===== src/rtl/standby_pkg.sv =====
package standby_pkg;
  typedef enum logic [1:0] {
    ST_RUN  = 2'd0,
    ST_STBY = 2'd1,
    ST_WAKE = 2'd2
  } stby_state_e;

  typedef struct packed {
    logic by_reset;
    logic take_irq;
  } wake_info_t;

  localparam int unsigned KEEP_W = 3;
endpackage


===== src/rtl/standby_fsm.sv =====
module standby_fsm
  import standby_pkg::*;
(
  input  logic        clk,
  input  logic        rst_n,
  input  logic        wr_en,
  input  logic        wr_data,
  input  logic        clk_sel_main,
  input  logic        irq_pending,
  input  logic        cpu_irq_accept,
  input  logic        reset_req,
  output stby_state_e state_o,
  output logic        enter_o,
  output wake_info_t  info_o,
  output logic        mode_bit_o
);
  stby_state_e state_q, state_d;
  wake_info_t  info_q;
  logic        mode_q;
  logic        exit_rst, exit_irq;

  assign enter_o  = (state_q == ST_RUN) && wr_en && !wr_data && clk_sel_main && !irq_pending;
  assign exit_rst = (state_q == ST_STBY) && reset_req;
  assign exit_irq = (state_q == ST_STBY) && !reset_req && irq_pending;

  always_comb begin
    state_d = state_q;
    unique case (state_q)
      ST_RUN:  if (enter_o) state_d = ST_STBY;
      ST_STBY: if (exit_rst || exit_irq) state_d = ST_WAKE;
      ST_WAKE: state_d = ST_RUN;
      default: state_d = ST_RUN;
    endcase
  end

  always_ff @(posedge clk or negedge rst_n) begin
    if (!rst_n) begin
      state_q <= ST_RUN;
      mode_q  <= 1'b1;
      info_q  <= '0;
    end else begin
      state_q <= state_d;
      if (enter_o) mode_q <= 1'b0;
      else if (exit_rst || exit_irq) mode_q <= 1'b1;
      if (exit_rst || exit_irq) begin
        info_q.by_reset <= exit_rst;
        info_q.take_irq <= exit_irq && cpu_irq_accept;
      end
    end
  end

  assign state_o    = state_q;
  assign info_o     = info_q;
  assign mode_bit_o = mode_q;

  assert_enter_R1: assert property (@(posedge clk) disable iff (!rst_n)
    (state_q == ST_RUN && wr_en && !wr_data && clk_sel_main && !irq_pending) |=> (state_q == ST_STBY && !mode_q));
  assert_refuse_irq_R2: assert property (@(posedge clk) disable iff (!rst_n)
    (state_q == ST_RUN && irq_pending) |=> (state_q == ST_RUN && mode_q));
  assert_bad_clk_R3: assert property (@(posedge clk) disable iff (!rst_n)
    (state_q == ST_RUN && !clk_sel_main) |=> (state_q == ST_RUN && $stable(mode_q)));
  assert_wake_to_run_R9: assert property (@(posedge clk) disable iff (!rst_n)
    (state_q == ST_WAKE) |=> (state_q == ST_RUN));
endmodule


===== src/rtl/standby_clkgate.sv =====
module standby_clkgate
  import standby_pkg::*;
#(
  parameter int unsigned NPDOM = 4
) (
  input  stby_state_e       state_i,
  output logic              cpu_clk_en,
  output logic [NPDOM-1:0]  periph_clk_en,
  output logic [KEEP_W-1:0] keepalive_en
);
  logic run_clocks;
  assign run_clocks = (state_i != ST_STBY);
  assign cpu_clk_en = run_clocks;

  for (genvar d = 0; d < NPDOM; d++) begin : g_dom
    assign periph_clk_en[d] = run_clocks;
  end

  for (genvar k = 0; k < KEEP_W; k++) begin : g_keep
    assign keepalive_en[k] = 1'b1;
  end
endmodule


===== src/rtl/standby_pins.sv =====
module standby_pins
  import standby_pkg::*;
#(
  parameter int unsigned NPIN = 8
) (
  input  logic            clk,
  input  logic            rst_n,
  input  logic            enter_i,
  input  stby_state_e     state_i,
  input  logic            hiz_sel_i,
  input  logic [NPIN-1:0] oe_i,
  output logic            pin_hiz_o,
  output logic [NPIN-1:0] release_o
);
  logic            hiz_q;
  logic [NPIN-1:0] oe_q;

  always_ff @(posedge clk or negedge rst_n) begin
    if (!rst_n) begin
      hiz_q <= 1'b0;
      oe_q  <= '1;
    end else if (enter_i) begin
      hiz_q <= hiz_sel_i;
      oe_q  <= oe_i;
    end
  end

  assign pin_hiz_o = (state_i == ST_STBY) && hiz_q;

  for (genvar p = 0; p < NPIN; p++) begin : g_pin
    assign release_o[p] = pin_hiz_o && !oe_q[p];
    assert_release_R6: assert property (@(posedge clk) disable iff (!rst_n)
      release_o[p] |-> (pin_hiz_o && state_i == ST_STBY));
  end

  assert_hiz_only_stby_R5: assert property (@(posedge clk) disable iff (!rst_n)
    pin_hiz_o |-> (state_i == ST_STBY));
endmodule


===== src/rtl/standby_ctrl.sv =====
module standby_ctrl
  import standby_pkg::*;
#(
  parameter int unsigned NPIN  = 8,
  parameter int unsigned NPDOM = 4
) (
  input  logic              clk,
  input  logic              rst_n,
  input  logic              mode_wr_en,
  input  logic              mode_wr_data,
  input  logic              clk_sel_main,
  input  logic              irq_pending,
  input  logic              cpu_irq_accept,
  input  logic              reset_req,
  input  logic              pin_hiz_sel,
  input  logic [NPIN-1:0]   periph_oe,
  output logic              mode_bit,
  output logic              in_standby,
  output logic              cpu_clk_en,
  output logic [NPDOM-1:0]  periph_clk_en,
  output logic [2:0]        keepalive_en,
  output logic              pin_hiz,
  output logic [NPIN-1:0]   pin_release,
  output logic              wake_pulse,
  output logic              wake_by_reset,
  output logic              wake_take_irq
);
  stby_state_e state;
  logic        enter;
  wake_info_t  info;

  standby_fsm u_fsm (
    .clk           (clk),
    .rst_n         (rst_n),
    .wr_en         (mode_wr_en),
    .wr_data       (mode_wr_data),
    .clk_sel_main  (clk_sel_main),
    .irq_pending   (irq_pending),
    .cpu_irq_accept(cpu_irq_accept),
    .reset_req     (reset_req),
    .state_o       (state),
    .enter_o       (enter),
    .info_o        (info),
    .mode_bit_o    (mode_bit)
  );

  standby_clkgate #(.NPDOM(NPDOM)) u_gate (
    .state_i      (state),
    .cpu_clk_en   (cpu_clk_en),
    .periph_clk_en(periph_clk_en),
    .keepalive_en (keepalive_en)
  );

  standby_pins #(.NPIN(NPIN)) u_pins (
    .clk      (clk),
    .rst_n    (rst_n),
    .enter_i  (enter),
    .state_i  (state),
    .hiz_sel_i(pin_hiz_sel),
    .oe_i     (periph_oe),
    .pin_hiz_o(pin_hiz),
    .release_o(pin_release)
  );

  assign in_standby    = (state == ST_STBY);
  assign wake_pulse    = (state == ST_WAKE);
  assign wake_by_reset = wake_pulse && info.by_reset;
  assign wake_take_irq = wake_pulse && !info.by_reset && info.take_irq;

  assert_gate_off_R4: assert property (@(posedge clk) disable iff (!rst_n)
    in_standby |-> (!cpu_clk_en && periph_clk_en == '0));
  assert_gate_on_R4: assert property (@(posedge clk) disable iff (!rst_n)
    !in_standby |-> (cpu_clk_en && periph_clk_en == '1));
  assert_rst_prio_R7: assert property (@(posedge clk) disable iff (!rst_n)
    (in_standby && reset_req) |=> (wake_pulse && wake_by_reset));
  assert_wake_once_R7: assert property (@(posedge clk) disable iff (!rst_n)
    wake_pulse |=> (!wake_pulse && !in_standby));
  assert_irq_take_R8: assert property (@(posedge clk) disable iff (!rst_n)
    (in_standby && !reset_req && irq_pending) |=> (wake_pulse && !wake_by_reset && (wake_take_irq == $past(cpu_irq_accept))));
  assert_mode_wake_R9: assert property (@(posedge clk) disable iff (!rst_n)
    wake_pulse |-> mode_bit);
endmodule


===== config.mk =====
export PLATFORM = sky130hd
export DESIGN_NAME = standby_ctrl
export DESIGN_NICKNAME = d
export VERILOG_FILES = /design/src/rtl/standby_pkg.sv /design/src/rtl/standby_fsm.sv /design/src/rtl/standby_clkgate.sv /design/src/rtl/standby_pins.sv /design/src/rtl/standby_ctrl.sv
export SDC_FILE = /design/constraint.sdc
export NUM_CORES = 1
export LEC_CHECK = 0
export ABC_CLOCK_PERIOD_IN_PS = 1900
export CELL_PAD_IN_SITES_DETAIL_PLACEMENT = 1
export CELL_PAD_IN_SITES_GLOBAL_PLACEMENT = 2
export CORE_AREA = 2 2 62 64
export CTS_BUF_LIST = sky130_fd_sc_hd__clkbuf_16
export DETAILED_ROUTE_END_ITERATION = 7
export DIE_AREA = 0 0 64 66
export PLACE_DENSITY_LB_ADDON = 0.25
export SYNTH_ARGS = -nofsm -noshare
export SYNTH_HDL_FRONTEND = slang
export SYNTH_HIERARCHICAL = 1
export SYNTH_SLANG_ARGS = --single-unit

===== constraint.sdc =====
create_clock -name clk -period 1.9 [get_ports clk]
set_input_delay 0.38 -clock clk [delete_from_list [all_inputs] [get_ports clk]]
set_output_delay 0.38 -clock clk [all_outputs]
set_load 0.02 [all_outputs]

==> impl_metrics.csv <==
group,metric,value,unit
power,power.switching,549,µW
power,peakVddDrop,0.324,mV
worst_setup_path,critPathMaxFanout,15,
synth,ys_seq_area_share,44.5,%
worst_setup_path,path_class,"flip-flop to primary output",
worst_setup_path,crit_required,1520,ps
floorplanning,ios,39,
power,p_seq_share,36.5,%
global_routing,grt_max_degree,16,
worst_setup_path,critical_path.startpoint,"u_fsm/state_o[1]",
floorplanning,rows,22,
worst_hold_path,min_to,"u_fsm/info_o[0]",
placement,gp_congestion,0.679,
power,combinationalPowerShare,40.4,%
worst_hold_path,min_path_type,"flip-flop to flip-flop",
clock_tree,htreeDepth,1,
floorplanning,start_util,22.9,%
sta,final.period_utilization,97.2,%
global_routing,grt_usage,10.1,%
clock_tree,cts.path.max_buffers,2,
global_routing,antenna_found_initial,0,
worst_hold_path,holdCritStartpoint,"u_fsm/info_o[0]",
power,swShare,31.4,%
floorplanning,design.core.area,3550,µm²
clock_tree,cts_buffers,3,
worst_setup_path,r2r_end,"u_pins/hiz_q",
finish,area_growth,58.0,%
worst_setup_path,endpoint_kind,"primary output",
global_routing,grt_pass1_vias,641,
clock_tree,cts_tree,"built",
synth,yosysWarningCount,6,
placement,dp_hpwl,1470,µm
worst_setup_path,rr_worst_depth,6,
drt,drt_iter0_drc,13,
sta,tightest_slew,650,ps
synth,netlist_instances,60,
floorplanning,die_y,66,µm
clock_tree,clock-sinks,14,
synth,synth.area.mux_share,16.6,%
power,p_int,1200,µW
finish,diodes,0,
drt,drt_wl_total,1980,µm
placement,port_buffers,35,
synth,yosys.area_share.adder,0,%
drt,remaining_drc_errors,0,
sta,slew_headroom,56.6,%
drt,ant_nets,0,
drt,drt_pre_antenna_iters,4,
synth,synth_xor_area_share,0,%
floorplanning,fp.dieW,64,µm
clock_tree,clk-insertion-delay-late,240,ps
worst_setup_path,critical_path_arrival,1470,ps
synth,synth-simple-area-share,24.6,%
synth,synth_top_family_by_area,"simple AND/OR/NAND/NOR gates",
sta,hold_violations,0,
run_status,outcome,"finished, final reports clean",
sta,drv_slew,0,
sta,worst_clock_skew,3.60,ps
sta,rsz0062_at_grt,"false",
synth,post_synth_num_cell_types,22,
flow_run,drv_cap,0,
clock_tree,clock-root-buffer,"clkbuf_16",
synth,syn_area_per_cell,13.6,µm²
finish,layout-drive-gt1-share,42.4,%
worst_hold_path,min_delay_path_depth,2,
sta,finalHoldWorstSlack,515,ps
finish,final_nets,117,
finish,utilization,36.2,%
sta,period_minus_slack,1850,ps
floorplanning,die_area,4220,µm²
worst_setup_path,r2r-start,"u_fsm/state_o[1]",
sta,clock.fmax,542,MHz
global_routing,grt_pass1_wl,3170,µm
synth,synth-seq-cells,14,
power,clock_power_share,23.2,%
sta,fin_setup_tns,0,ps
clock_tree,path_clk_slew,50,ps
sta,setup_viol,0,
worst_setup_path,ff2ff_setup_slack,190,ps
synth,synth-edff-count,0,
drt,viasPerCell,4.01,
drt,num_vias,590,
synth,synth_top_flop_cell,"dfstp_2",
drt,wl_per_cell,13.4,µm
finish,n_fill_cell,394,
power,power_density,1360,nW/µm²
synth,async_flop_share,100,%
synth,synthesis.area,813,µm²
worst_setup_path,start_kind,"flip-flop",
synth,synth_compound_area_share,4.62,%
power,p_leak,0.000586,µW
global_routing,grt_overflow,0,
==> critical path: stages (launching register included) <==
cell and delay [ps]:
dfrtp_2 480, nor2b_1 130, clkdlybuf4s50_1 610
==> power groups by stage <==
stage	registers, µW	logic [µW]	clock network [µW]
floorplan	613	483	0
global placement	650	742	0
detailed placement	648	755	0
CTS	651	700	415
global route	661	755	434
finish	637	705	405
==> cells in the final DEF, fill, tap and decap left out, drive strengths merged <==
| cell | count |
|---|---|
| nand2b | 2 |
| a22o | 1 |
| inv | 4 |
| nand3b | 1 |
| o21ai | 1 |
| o32ai | 1 |
| clkdlybuf4s50 | 18 |
| buf | 6 |
| nor4b | 1 |
| o21a | 1 |
| dfstp | 9 |
| conb | 3 |
| clkbuf | 3 |
| dfrtp | 5 |
| nor2 | 2 |
| and4bb | 9 |
| mux2 | 9 |
| dlygate4sd2 | 17 |
| and3b | 2 |
| and2b | 1 |
| nor2b | 2 |
| nand2 | 1 |
==> kinds of logic after synthesis <==
logic type	Yosys count
other	1
muxes	9
buffers and inverters	11
DFF	14
AOI/OAI and AO/OA	4
and+or+nand+nor	21
==> timing repair <==
item                       4_1_cts  5_1_grt
hold buffers                     0        0
setup endpoints to repair       18        1
buffers inserted                 0        1
gates resized for setup         19        0
==> synth_stat cells (2+ instances only) <==
cell | number | share of area, %
and4bb_2 | 9 | 14
dfstp_2 | 9 | 29
mux2_4 | 9 | 17
buf_4 | 7 | 6.5
dfrtp_1 | 5 | 15
inv_1 | 3 | 1.4
nand2b_1 | 2 | 1.5
nor2b_1 | 2 | 1.5
==> per-stage QoR <==
stage | instance area, µm² | std cells | worst slack, ps | total power (µW)
4_1_cts | 1280 | 146 | 7.50 | 1770
6_report | 1280 | 147 | 53.8 | 1750
2_1_floorplan | 821 | 62 | 388 | 1100
5_1_grt | 1280 | 147 | 5.13 | 1850
3_3_place_gp | 1220 | 142 | -24.7 | 1390
3_5_place_dp | 1220 | 142 | -16.9 | 1400
==> cell type report <==
type | instances | area [µm²] | share of cell area [%]
clock buffers | 3 | 75.1 | 5.84
clock inverters | 1 | 3.75 | 0.292
inverters | 3 | 11.3 | 0.876
multi-input cells | 37 | 384 | 29.9
flip-flops and latches | 14 | 364 | 28.3
well taps | 48 | 60.1 | 4.67
repair buffers | 41 | 387 | 30.1
==> registers in the layout, indices dropped and copies added (netlist names) <==
signal	count
u_pins/hiz_q	1
u_fsm/info_o	2
u_pins/oe_q	8
u_fsm/state_o	2
u_fsm/mode_bit_o	1
==> metal layers <==
layer	GRT usage (%)	part of all wire (%)
met1	11.4	42
met3	3.07	5.4
met4	4.89	2.0
met2	17.3	51
met5	0	0
==> how the worst max path moves through the flow <==
stage	to	slack [ps]	depth (start not counted)
global route	in_standby	5	2
floorplan	u_pins/hiz_q	390	5
detailed placement	u_pins/hiz_q	-20	6
global placement	u_pins/hiz_q	-20	6
CTS	in_standby	8	2
finish	in_standby	50	2
Note: power is estimated with default switching activity, not from simulation.
